===== src/rtl/xw_pkg.sv =====
// Shared sizes and codes for the translation walker.
package xw_pkg;
    localparam int VA_W  = 32;
    localparam int PG_W  = 12;
    localparam int IDX_W = 10;
    localparam int VPN_W = VA_W - PG_W;
    localparam int HI_W  = 8;
    localparam int PA_W  = VA_W + HI_W;
    localparam int PPN_W = PA_W - PG_W;

    typedef enum logic [1:0] {
        FK_NONE  = 2'd0,
        FK_DIR   = 2'd1,
        FK_LEAF  = 2'd2,
        FK_WRITE = 2'd3
    } fault_kind_t;

    typedef enum logic [2:0] {
        S_IDLE, S_RD1, S_WT1, S_RD2, S_WT2, S_DONE
    } walk_state_t;
endpackage


===== src/rtl/xw_entry_dec.sv =====
// Splits a 32-bit table word into its flag and address fields.
// Assumes bit 0 = present, bit 1 = exception, bit 2 = writable, bit 3 unused.
module xw_entry_dec
    import xw_pkg::*;
(
    input  logic [31:0]      ent,
    output logic             usable,
    output logic             writable,
    output logic [VPN_W-1:0] page,
    output logic [HI_W-1:0]  hi
);
    logic unused_rsvd;

    // Field extraction; an exception marker overrides the present bit.
    always_comb begin
        usable      = ent[0] & ~ent[1];
        writable    = ent[2];
        page        = ent[31:PG_W];
        hi          = ent[PG_W-1:4];
        unused_rsvd = ent[3];
    end
endmodule


===== src/rtl/xw_last_xlate.sv =====
// One-entry memory of the last usable leaf: virtual page -> physical page.
// Assumes the owner gates fills with its own invalidate condition.
module xw_last_xlate
    import xw_pkg::*;
(
    input  logic             clk,
    input  logic             rst_n,
    input  logic             inval,
    input  logic [VPN_W-1:0] lk_vpn,
    output logic             lk_hit,
    output logic [PPN_W-1:0] lk_ppn,
    output logic             lk_wr,
    input  logic             fill,
    input  logic [VPN_W-1:0] fill_vpn,
    input  logic [PPN_W-1:0] fill_ppn,
    input  logic             fill_wr
);
    logic             vld_q;
    logic [VPN_W-1:0] vpn_q;
    logic [PPN_W-1:0] ppn_q;
    logic             wr_q;

    // Entry storage: flush wins over fill.
    always_ff @(posedge clk) begin
        if (!rst_n) begin
            vld_q <= 1'b0;
            vpn_q <= '0;
            ppn_q <= '0;
            wr_q  <= 1'b0;
        end else if (inval) begin
            vld_q <= 1'b0;
        end else if (fill) begin
            vld_q <= 1'b1;
            vpn_q <= fill_vpn;
            ppn_q <= fill_ppn;
            wr_q  <= fill_wr;
        end
    end

    // Lookup compare.
    always_comb begin
        lk_hit = vld_q && (vpn_q == lk_vpn);
        lk_ppn = ppn_q;
        lk_wr  = wr_q;
    end

    // a flush leaves nothing to hit in the next cycle.
    a_r11_flush_clears: assert property (@(posedge clk) disable iff (!rst_n)
        inval |=> !lk_hit);
endmodule


===== src/rtl/xw_fault_log.sv =====
// Sticky record of the first fault: virtual address and cause.
// Assumes ev is a single-cycle pulse; clear has priority over a new event.
module xw_fault_log
    import xw_pkg::*;
(
    input  logic             clk,
    input  logic             rst_n,
    input  logic             ev,
    input  logic [VA_W-1:0]  ev_va,
    input  fault_kind_t      ev_kind,
    input  logic             clr,
    output logic             sticky,
    output logic [VA_W-1:0]  va,
    output fault_kind_t      kind
);
    // Capture the first fault, hold until cleared.
    always_ff @(posedge clk) begin
        if (!rst_n) begin
            sticky <= 1'b0;
            va     <= '0;
            kind   <= FK_NONE;
        end else if (clr) begin
            sticky <= 1'b0;
        end else if (ev && !sticky) begin
            sticky <= 1'b1;
            va     <= ev_va;
            kind   <= ev_kind;
        end
    end

    // the record only sets following a fault event.
    a_r9_set_by_fault: assert property (@(posedge clk) disable iff (!rst_n)
        $rose(sticky) |-> $past(ev));
    // a set record keeps its address until cleared.
    a_r9_holds: assert property (@(posedge clk) disable iff (!rst_n)
        (sticky && !clr) |=> (sticky && $stable(va)));
endmodule


===== src/rtl/xw_walker.sv =====
// Two-level translation walker, top level.
// Takes one request at a time, reads the directory and leaf words over a
// read port with no backpressure (one response per strobe, any later
// cycle), and answers with a translated or safe-page address.
// Assumes configuration inputs are held stable while a walk is in flight.
module xw_walker
    import xw_pkg::*;
(
    input  logic              clk,
    input  logic              rst_n,
    input  logic              cfg_enable,
    input  logic [VPN_W-1:0]  cfg_dir_page,
    input  logic [VPN_W-1:0]  cfg_safe_ns_page,
    input  logic [VPN_W-1:0]  cfg_safe_sec_page,
    input  logic [2*HI_W-1:0] cfg_safe_hi,
    input  logic              req_valid,
    output logic              req_ready,
    input  logic [VA_W-1:0]   req_va,
    input  logic              req_write,
    input  logic              req_secure,
    output logic              rsp_valid,
    output logic [PA_W-1:0]   rsp_pa,
    output logic              rsp_fault,
    output logic              mem_rd_req,
    output logic [VA_W-1:0]   mem_rd_addr,
    input  logic              mem_rvalid,
    input  logic [31:0]       mem_rdata,
    input  logic              flt_clr,
    output logic              flt_sticky,
    output logic [VA_W-1:0]   flt_va,
    output logic [1:0]        flt_kind
);
    localparam int LEAF_IDX_LO = PG_W;
    localparam int DIR_IDX_LO  = PG_W + IDX_W;

    walk_state_t      st;
    logic [VA_W-1:0]  va_q;
    logic             wr_q, sec_q, on_q;
    logic [VPN_W-1:0] tbl_q;
    logic [PPN_W-1:0] ppn_q;
    fault_kind_t      kind_q;
    logic             en_seen_q;
    logic [VPN_W-1:0] dir_seen_q;

    logic             inval, accept, hit_raw, hit;
    logic [PPN_W-1:0] hit_ppn;
    logic             hit_wr;
    logic             e_usable, e_wr;
    logic [VPN_W-1:0] e_page;
    logic [HI_W-1:0]  e_hi;
    logic             fill;
    fault_kind_t      log_kind;

    xw_entry_dec i_dec (
        .ent      (mem_rdata),
        .usable   (e_usable),
        .writable (e_wr),
        .page     (e_page),
        .hi       (e_hi)
    );

    // Configuration change detect for flushing the remembered entry.
    always_ff @(posedge clk) begin
        if (!rst_n) begin
            en_seen_q  <= 1'b0;
            dir_seen_q <= '0;
        end else begin
            en_seen_q  <= cfg_enable;
            dir_seen_q <= cfg_dir_page;
        end
    end

    // Handshake, flush and fill conditions.
    always_comb begin
        inval  = (cfg_enable != en_seen_q) || (cfg_dir_page != dir_seen_q);
        accept = req_valid && req_ready;
        hit    = hit_raw && !inval;
        fill   = (st == S_WT2) && mem_rvalid && e_usable;
    end

    xw_last_xlate i_last (
        .clk      (clk),
        .rst_n    (rst_n),
        .inval    (inval),
        .lk_vpn   (req_va[VA_W-1:PG_W]),
        .lk_hit   (hit_raw),
        .lk_ppn   (hit_ppn),
        .lk_wr    (hit_wr),
        .fill     (fill),
        .fill_vpn (va_q[VA_W-1:PG_W]),
        .fill_ppn ({e_hi, e_page}),
        .fill_wr  (e_wr)
    );

    // Walk sequencer: accept, read directory, read leaf, answer.
    always_ff @(posedge clk) begin
        if (!rst_n) begin
            st     <= S_IDLE;
            va_q   <= '0;
            wr_q   <= 1'b0;
            sec_q  <= 1'b0;
            on_q   <= 1'b0;
            tbl_q  <= '0;
            ppn_q  <= '0;
            kind_q <= FK_NONE;
        end else begin
            case (st)
                S_IDLE: if (accept) begin
                    va_q  <= req_va;
                    wr_q  <= req_write;
                    sec_q <= req_secure;
                    on_q  <= cfg_enable;
                    if (!cfg_enable) begin
                        ppn_q  <= {{HI_W{1'b0}}, req_va[VA_W-1:PG_W]};
                        kind_q <= FK_NONE;
                        st     <= S_DONE;
                    end else if (hit) begin
                        ppn_q  <= hit_ppn;
                        kind_q <= (req_write && !hit_wr) ? FK_WRITE : FK_NONE;
                        st     <= S_DONE;
                    end else begin
                        st <= S_RD1;
                    end
                end
                S_RD1: st <= S_WT1;
                S_WT1: if (mem_rvalid) begin
                    if (!e_usable) begin
                        kind_q <= FK_DIR;
                        st     <= S_DONE;
                    end else begin
                        tbl_q <= e_page;
                        st    <= S_RD2;
                    end
                end
                S_RD2: st <= S_WT2;
                S_WT2: if (mem_rvalid) begin
                    ppn_q <= {e_hi, e_page};
                    if (!e_usable)          kind_q <= FK_LEAF;
                    else if (wr_q && !e_wr) kind_q <= FK_WRITE;
                    else                    kind_q <= FK_NONE;
                    st <= S_DONE;
                end
                S_DONE:  st <= S_IDLE;
                default: st <= S_IDLE;
            endcase
        end
    end

    // Port drive: read strobe/address and result selection.
    always_comb begin
        req_ready   = (st == S_IDLE);
        mem_rd_req  = (st == S_RD1) || (st == S_RD2);
        mem_rd_addr = (st == S_RD2)
                    ? {tbl_q, va_q[DIR_IDX_LO-1:LEAF_IDX_LO], 2'b00}
                    : {cfg_dir_page, va_q[VA_W-1:DIR_IDX_LO], 2'b00};
        rsp_valid   = (st == S_DONE);
        rsp_fault   = (kind_q != FK_NONE);
        if (!rsp_fault)
            rsp_pa = {ppn_q, va_q[PG_W-1:0]};
        else if (sec_q)
            rsp_pa = {cfg_safe_hi[2*HI_W-1:HI_W], cfg_safe_sec_page, va_q[PG_W-1:0]};
        else
            rsp_pa = {cfg_safe_hi[HI_W-1:0], cfg_safe_ns_page, va_q[PG_W-1:0]};
    end

    xw_fault_log i_log (
        .clk     (clk),
        .rst_n   (rst_n),
        .ev      (rsp_valid && rsp_fault),
        .ev_va   (va_q),
        .ev_kind (kind_q),
        .clr     (flt_clr),
        .sticky  (flt_sticky),
        .va      (flt_va),
        .kind    (log_kind)
    );
    assign flt_kind = log_kind;

    // no table read while a new request could be taken.
    a_r1_read_only_busy: assert property (@(posedge clk) disable iff (!rst_n)
        mem_rd_req |-> !req_ready);
    // the result is a single-cycle pulse.
    a_r1_single_pulse: assert property (@(posedge clk) disable iff (!rst_n)
        rsp_valid |=> !rsp_valid);
    // a request taken with translation off never reads the tables.
    a_r2_off_no_read: assert property (@(posedge clk) disable iff (!rst_n)
        (!on_q && !req_ready) |-> !mem_rd_req);
    // an unusable directory word ends the walk with no leaf read.
    a_r5_dir_stop: assert property (@(posedge clk) disable iff (!rst_n)
        ((st == S_WT1) && mem_rvalid && (!mem_rdata[0] || mem_rdata[1]))
        |=> (rsp_valid && rsp_fault));
endmodule


===== config.mk =====
export PLATFORM = sky130hd
export DESIGN_NAME = xw_walker
export DESIGN_NICKNAME = d
export VERILOG_FILES = /design/src/rtl/xw_pkg.sv /design/src/rtl/xw_entry_dec.sv /design/src/rtl/xw_last_xlate.sv /design/src/rtl/xw_fault_log.sv /design/src/rtl/xw_walker.sv
export SDC_FILE = /design/constraint.sdc
export NUM_CORES = 1
export LEC_CHECK = 0
export ABC_AREA = 0
export BUFFER_PORTS_ARGS = -buffer_cell sky130_fd_sc_hd__buf_2
export CAP_MARGIN = 10
export CORE_ASPECT_RATIO = 0.5
export CORE_MARGIN = 3
export CORE_UTILIZATION = 25
export DETAILED_ROUTE_END_ITERATION = 10
export MAX_ROUTING_LAYER = met4
export SETUP_SLACK_MARGIN = 0.5
export SKIP_LAST_GASP = 1
export SLEW_MARGIN = 25
export SYNTH_ARGS = -nofsm -noshare
export SYNTH_HDL_FRONTEND = slang
export SYNTH_SLANG_ARGS = --single-unit

===== constraint.sdc =====
create_clock -name clk -period 3 [get_ports clk]
set_input_delay 0.45 -clock clk [delete_from_list [all_inputs] [get_ports clk]]
set_output_delay 0.45 -clock clk [all_outputs]
set_load 0.02 [all_outputs]

# Word level (Yosys, flattened, before mapping)
# Index checks and enable logic that the tools add are counted.
dict set report op_classes {
  reduce_logical 28
  n_eq_ne 13
  muxes 25
  bitwise_logic 5
}
# cell n
set op_table {}
lappend op_table {{28-bit 2-to-1 mux} 4}
lappend op_table {{40-bit 2-to-1 mux} 2}
lappend op_table {{28-bit one-hot mux with 2 select lines} 1}
lappend op_table {{32-bit 2-to-1 mux} 1}
lappend op_table {{20-bit == test} 1}
lappend op_table {{20-bit inequality test} 1}
lappend op_table {{2-bit 2-to-1 mux} 9}
lappend op_table {{3-bit 2-to-1 mux} 6}
lappend op_table {{3-bit one-hot mux with 5 select lines} 1}
lappend op_table {{1-bit logical AND} 9}
lappend op_table {{3-bit by 2-bit == test with 1-bit output, second input constant} 2}
lappend op_table {{3-bit == test, second input constant} 2}
lappend op_table {{2-bit inequality test, second input constant} 3}
lappend op_table {{2-bit one-hot mux with 3 select lines} 1}
lappend op_table {{2-bit AND reduction} 3}
lappend op_table {{3-bit AND reduction} 2}
lappend op_table {{6-bit AND reduction} 1}
lappend op_table {{1-bit zero test} 4}
lappend op_table {{1-bit inverter} 4}
lappend op_table {{4-bit AND reduction} 1}
lappend op_table {{2-bit nonzero test} 2}
lappend op_table {{2-bit OR reduction} 2}
lappend op_table {{3-bit by 1-bit == test with 1-bit output, second input constant} 1}
lappend op_table {{3-bit zero test} 1}
lappend op_table {{6 further kinds} 7}
dict set report word_totals {
  output_inout_bits 111
  ff_bits 193
  elab_cells 87
}

# Depth between registers and ports, before layout
# Gate-level depths: netlist (run 1).
dict set report logic_depth {
  word_depth 8
  depth_mapped 9
  ltp_nobuf 6
}

# Cells and area by module
# Synthesis (run 1) repeated with hierarchy kept, for this count alone.
dict set report hier_totals {
  hier_cells 1147
  hier_area_um2 9645.5
}
# module seq_area_each_um2 n_inst cells_each area_per_inst_um2
set modules_own_cells {}
lappend modules_own_cells {xw_walker 2162.1 1 722 5916.9}
lappend modules_own_cells {xw_last_xlate 1001.0 1 243 2062.0}
lappend modules_own_cells {xw_fault_log 700.7 1 152 1435.1}
lappend modules_own_cells {xw_entry_dec 0.0 1 30 231.5}

# Least setup slack after synthesis (run 1)
# OpenSTA, ideal clock, no wires.
dict set report synth_path {
  path_kind {input to register}
  startpoint {input cfg_enable}
  endpoint {register ppn_q[10]}
  setup_slack_ps 662
  cell_stages 9
  arrival_time_ps 2218
  required_time_ps 2880
  setup_ps 120
  path_cell_list {buf_2 xor2_1 nor4_1 nand4_1 or4_4 o21ba_2 buf_6 buf_6 mux2i_1}
}
dict set report synth_between {
  elab_chain_len 6
  elab_cells_between_ends 9
  classes_between {2 x eq/ne; 3 x mux; 4 x reduce/logical}
}
# element line_no
set synth_lines {}
lappend synth_lines {{start: declaration} xw_walker.sv:11} ;# input logic cfg_enable,
lappend synth_lines {{1-bit inequality test} xw_walker.sv:75} ;# inval = (cfg_enable != en_seen_q) || (cfg_dir_page != dir_seen_q);
lappend synth_lines {{1-bit logical OR} xw_walker.sv:75}
lappend synth_lines {{1-bit zero test} xw_walker.sv:77} ;# hit = hit_raw && !inval;
lappend synth_lines {{1-bit logical AND} xw_walker.sv:77}
lappend synth_lines {{3-bit by 2-bit inequality test with 1-bit output (no line)} -}
lappend synth_lines {{4-bit AND reduction (no line)} -}
lappend synth_lines {{end signal: assignment} xw_walker.sv:114} ;# ppn_q <= {{HI_W{1'b0}}, req_va[VA_W-1:PG_W]};
lappend synth_lines {{end signal: assignment} xw_walker.sv:118} ;# ppn_q <= hit_ppn;
lappend synth_lines {{end signal: assignment} xw_walker.sv:137} ;# ppn_q <= {e_hi, e_page};
lappend synth_lines {{end: declaration} xw_walker.sv:40} ;# logic [PPN_W-1:0] ppn_q;
# Parallel ways exist; a longest one is shown, timed or not. The select of a mux whose other input is x is not followed.
# A chain may end at the register's enable or synchronous reset.

# Final worst setup path (run 1)
dict set report layout_path {
  startpoint {register dir_seen_q[10]}
  endpoint {register ppn_q[14]}
}
dict set report layout_between {
  elab_chain_len 6
}
# element line_no
set layout_lines {}
lappend layout_lines {{start: declaration} xw_walker.sv:43} ;# logic [VPN_W-1:0] dir_seen_q;
lappend layout_lines {{start signal: assignment} xw_walker.sv:69} ;# dir_seen_q <= cfg_dir_page;
lappend layout_lines {{20-bit inequality test} xw_walker.sv:75}
lappend layout_lines {{1-bit logical OR} xw_walker.sv:75}
lappend layout_lines {{1-bit zero test} xw_walker.sv:77}
lappend layout_lines {{1-bit logical AND} xw_walker.sv:77}
lappend layout_lines {{3-bit by 2-bit inequality test with 1-bit output (no line)} -}
lappend layout_lines {{4-bit AND reduction (no line)} -}
# No other way between the ends.

==> results of run 1 <==
-- cells in the final DEF, fill, tap and decap left out, types with 5 or more instances in the layout --
master / count
buf_2: 255
dfxtp_1: 189
buf_4: 18
nor4_1: 7
xor2_1: 37
clkbuf_16: 18
mux2_2: 30
nand2_1: 279
inv_8: 5
nor3_1: 7
o21ai_0: 33
a21oi_1: 120
and2_1: 22
mux2i_1: 128
nor2_1: 84
-- how the worst max path moves through the flow --
stage	from	endpoint	slack, ps	cells past startpoint
after floorplan	cfg_enable	ppn_q[10]$_SDFFE_PN0P_	660	9
after global placement	cfg_dir_page[10]	ppn_q[22]$_SDFFE_PN0P_	280	8
after detailed placement	cfg_dir_page[10]	ppn_q[14]$_SDFFE_PN0P_	250	8
after CTS	dir_seen_q[17]$_SDFF_PN0_	ppn_q[14]$_SDFFE_PN0P_	500	7
after global routing	dir_seen_q[10]$_SDFF_PN0_	i_last.lk_ppn[15]$_SDFFE_PN0P_	530	9
final	dir_seen_q[10]$_SDFF_PN0_	ppn_q[14]$_SDFFE_PN0P_	600	7
-- routing by layer --
metal	GRT usage	wire length (um)	part of all wire	vias up
met5	-	0	0	-
met4	0.0419	402	0.014	0
met1	0.176	12300	0.43	3704
met2	0.267	15000	0.53	108
met3	0.0180	683	0.024	22
li1	-	-	-	3946
-- state kept, by name (all words and copies together) (netlist names), 2 cells and up --
signal	count
i_log.va	32
va_q	32
i_last.lk_ppn	28
ppn_q	28
dir_seen_q	20
i_last.vpn_q	20
tbl_q	20
st	3
i_log.kind	2
kind_q	2
-- layout make-up --
class	instances	area (sq um)	area share
Multi-Input combinational cell	781	4570	0.411
Sequential cell	193	3870	0.348
Timing Repair Buffer	278	1500	0.135
Tap cell	465	582	0.0523
Clock buffer	18	429	0.0386
Clock inverter	14	139	0.0125
Inverter	3	13.8	0.00124
Antenna cell	4	10.0	0.000900
-- metrics by stage --
stage                     cell area [sq um]  hold slack, ps
after floorplan                        8750             432
after global placement                10500             440
after detailed placement              10500             444
after CTS                             11100             190
after global routing                  11100             192
final                                 11100             201
-- timing repair --
action,4_1_cts,5_1_grt
buffers inserted,1,2
gates resized for setup,3,8
setup endpoints to repair,31,105
gates cloned,0,1
pin swaps,1,2
-- logic make-up after synthesis --
group	count (synthesis)	synth area share
simple gates	417	0.195
flops	193	0.442
compound gates	163	0.0967
mux	158	0.185
buf+inv	82	0.0401
xor+xnor	41	0.0411
other cells	1	0.000429
-- worst max-delay path, stage by stage (launching register included) --
cell and delay [ps]:
dfxtp_1 310, xor2_1 150, nor4_1 370, nand4_1 250, or4_4 610, o21ba_2 230, buf_12 180, mux2i_1 140
-- power groups by stage --
stage	clock, mW	sequential, mW	combinational (mW)
2_1_floorplan	0	2.76	0.704
3_3_place_gp	0	2.78	1.14
3_5_place_dp	0	2.78	1.15
4_1_cts	2.28	2.72	1.15
5_1_grt	2.38	2.73	1.24
6_report	2.23	2.72	1.14
==> metrics, run 1 <==
status finished, final reports clean; CTS Root Cell clkbuf_16; Area Overhead vs Synth 27.1%; Initial Util 0.259; Clock power frac 0.366; Die Wd 271 um; Net Sw Frac 0.316; PnR Total Power 6.09 mW; Synthesis Warnings 0; clock-pin slew on the worst setup and hold paths 80 ps; EDFF count, synth 0; Vias/cell 4.43; number of synthesized register bits 193; vias in the first global route 7359; Final ANT Viol Nets 0; final hold violation count 0; Cell Rows 47; final slew viol count 0; CTS tree done; cts hold-fix bufs 0; Max Fclk 417 MHz; pre-CTS setup slack 249 ps; hold path depth 2; Leak 4.65 nW; fin nets 1422; Commonest cells post-synth 279 x nand2_1, 193 x dfxtp_1, 128 x mux2i_1; skew final 15.7 ps; P_sw 1.93 mW; largest net degree at the start of global routing 83; core footprint 33800 sq um; first-pass GRT wire length 42.9 mm; ys flop type dfxtp_1; CP Capture Type flop; count leader, synth nand2_1; Int Power 4.17 mW; Max transition margin 0.450; Final Cycle Share 0.798; layout cells sized above 1 0.274; fin util 0.329; worst-case reg-to-reg path depth 7; Setup TNS 0 ps; maxcap violations 0; initial antenna violation count 4; Synth async-reset ratio 0; Clock Latency Late Sink 440 ps; Pwr Density 548 nW/um^2; Routed WL 28.4 mm; Cells after Synth 1055; Arr. time, crit path 2710 ps; Synth top area share 0.442; Hold EP i_log.sticky$_SDFFE_PP0P_; FF-to-FF End ppn_q[14]$_SDFFE_PN0P_; Hold Crit Start flt_clr; number of port buffers 255; FILL cells 3617; Vias 7780; setup ws final 605 ps; die area 37400 sq um; FF-to-FF Start dir_seen_q[10]$_SDFF_PN0_; GRT Residual Overflow 0; Setup CP Type flop to flop; sequential fraction of the synthesis area 0.442; RD Place Congestion 0.832; CTS max path bufs 2; CTS H-tree lvls 4; area leader, netlist dfxtp_1; RSZ-0062 raised after global routing false; non-filler cells, final 1756; Avg Cell Area, Syn 8.29 sq um; Crit Path Max Fanout 28; R2R setup slack 600 ps; die extent in y 138 um; cts bufs inserted 17; CP required 3320 ps; startpoint type of the worst setup path flop; DP HPWL 20.6 mm; minimum clock period 2400 ps; CTS sink count 193; sequential power share 0.447; WL per Instance 16.2 um; Residual DRC 0; combinational fraction of design power 0.187; Mapped Area 8750 sq um; worst hold path class input port to flop; DR iter-0 viols 426; First-pass DRT Iterations 5; I/O pins 259; Cells after DPL 1716; Area contributors post-synth dfxtp_1 44%, mux2i_1 15%, nand2_1 12%, a21oi_1 6.9%, mux2_2 3.9%; Max VDD drop 435 uV; Yosys cell types 39; Worst-Margin Slew 825 ps; Total Routing Usage GR 0.149; final setup violation count 0
(Power assumes the default switching activity.)
==> run 2, diff against run 1 <==
==> constraint.sdc (replaced) <==
create_clock -name clk -period 2.1 [get_ports clk]
set_input_delay 0.315 -clock clk [delete_from_list [all_inputs] [get_ports clk]]
set_output_delay 0.315 -clock clk [all_outputs]
set_load 0.02 [all_outputs]
==> run 2 against run 1 <==
The flow now finishes with violations (setup timing). Via count rose by 11%. Design area rose by 30%. Die area did not move. Flip-flop and latch count did not move. Critical endpoint is now kind_q[0]$_SDFFE_PN0P_. Combinational power rose by 150%. Critical path type unchanged. Critical path depth rose by 1. Non-clock buffer count rose by 126. First-iteration DRC count rose by 36%. Total power rose by 63%. Register-to-register slack got worse by 1000 ps.
==> metrics, run 2 (same netlist as run 1, synthesis figures left out) <==
GRT Residual Overflow 0 (unchanged); Int Power 6.72 mW (+61%); die area 37400 sq um (unchanged); Residual DRC 0 (unchanged); Min Hold Slack 98.5 ps (-102 ps); layout cells sized above 1 0.468 (+0.194); final hold violation count 0 (unchanged); Max Fclk 399 MHz (-4.3%); Clock power frac 0.321 (-0.045); vias in the first global route 8008 (+8.8%); die extent in y 138 um (unchanged); cts bufs inserted 17 (unchanged); WL per Instance 18.3 um (+13%); Net Sw Frac 0.323 (+0.00736); status finished with violations; Arr. time, crit path 2870 ps (+160 ps); cts hold-fix bufs 0 (unchanged); core footprint 33800 sq um (unchanged); CP required 2470 ps (-850 ps); Post-DP Area 11300 sq um (+8.0%); PnR Total Power 9.93 mW (+63%); Worst-Margin Slew 662 ps (-162 ps); Die Wd 271 um (unchanged); sequential power share 0.393 (-0.054); CTS max path bufs 2 (unchanged); Initial Util 0.259 (unchanged); clock-pin slew on the worst setup and hold paths 80 ps (about the same); first-pass GRT wire length 47.8 mm (+11%); Clock Latency Late Sink 440 ps (about the same); Area Overhead vs Synth 65.9%; CP Capture Type flop; most common cell after layout, fill and taps aside nand2_1; Final ANT Viol Nets 0 (unchanged); Final Cycle Share 1.19 (+0.394); failing checks setup timing; Max transition margin 0.558 (+0.108); skew final 12.8 ps (-2.87 ps); maxcap violations 0 (unchanged); CTS H-tree lvls 4 (unchanged); Vias/cell 4.57 (+3.1%); First-pass DRT Iterations 5 (unchanged); Top Registers i_log.va x32, va_q x32; Pwr Density 685 nW/um^2 (+25%); Crit Path Max Fanout 5 (-82%); Vias 8618 (+11%); Setup CP Type flop to flop; Cell Rows 47 (unchanged); DP HPWL 22.2 mm (+7.7%); DR iter-0 viols 581 (+36%); CTS sink count 193 (unchanged); design area 14500 sq um (+30%); most frequent cells in the layout 222 x nand2_1, 197 x buf_2, 185 x dfxtp_1; fin nets 1552 (+9.1%); worst hold path class input port to flop; I/O pins 259 (unchanged); combinational fraction of design power 0.286 (+0.099); non-filler cells, final 1886 (+7.4%); Max VDD drop 614 uV (+41%); Total Routing Usage GR 0.170 (+0.0206); fin util 0.430 (+0.100); final setup violation count 115 (+115); CTS Root Cell clkbuf_16; pre-CTS setup slack -530 ps (-779 ps); startpoint type of the worst setup path flop; RD Place Congestion 0.873 (+5.0%); P_sw 3.21 mW (+67%); minimum clock period 2500 ps (+108 ps); Leak 5.96 nW (+28%); Setup TNS -28900 ps (-28900 ps); final slew viol count 0 (unchanged); RSZ-0062 raised after global routing true; Routed WL 34.5 mm (+22%); CTS tree done; setup ws final -404 ps (-1010 ps); initial antenna violation count 4 (unchanged); Cells after DPL 1776 (+3.5%); largest net degree at the start of global routing 77 (-7.2%); number of port buffers 255 (unchanged)
## run 2: final cells by class
class / count / area (sq um)
antenna: 4 / 10.0
multi-input combinational: 785 / 5810
timing repair buffer: 404 / 3630
tap: 465 / 582
fill: 3218 / 19200
clock buffer: 19 / 453
inverter: 3 / 16.3
clock inverter: 13 / 119
sequential: 193 / 3890
## run 2: critical path, stage by stage (launching register included)
cell and delay, ps:
dfxtp_2 330, xor2_2 180, nor4_4 350, nand4_1 200, buf_4 200, or4_4 630, buf_6 160, a31oi_4 180
mux2i_1 200
## run 2: final timing paths
kind,from,slack (ps),endpoint,cells past startpoint
worst max-delay path,dir_seen_q[11]$_SDFF_PN0_,-400,kind_q[0]$_SDFFE_PN0P_,8
worst max register to register,dir_seen_q[11]$_SDFF_PN0_,-400,kind_q[0]$_SDFFE_PN0P_,8
worst min register to register,tbl_q[17]$_SDFFE_PN0P_,460,tbl_q[17]$_SDFFE_PN0P_,2
worst min-delay path,flt_clr,100,i_log.sticky$_SDFFE_PP0P_,2
## run 2: what timing repair did
action                     CTS  global route
setup endpoints to repair  177           213
resized for setup          121           289
pin swaps                   10            88
gates cloned                17            16
setup buffers               20            21
## run 2: power groups by stage
stage          sequential [mW]  clock (mW)  combinational, mW
2_1_floorplan             3.95           0               1.20
3_3_place_gp              3.97           0               1.92
3_5_place_dp              3.97           0               1.93
4_1_cts                   3.89        3.24               2.19
5_1_grt                   3.91        3.42               3.00
6_report                  3.90        3.19               2.84
## run 2: layer usage
metal / vias to the layer above / track usage / share of wire
li1: 4234 / - / -
met1: 4157 / 0.207 / 0.43
met2: 186 / 0.284 / 0.51
met3: 41 / 0.0312 / 0.039
met4: 0 / 0.0558 / 0.019
met5: - / - / 0
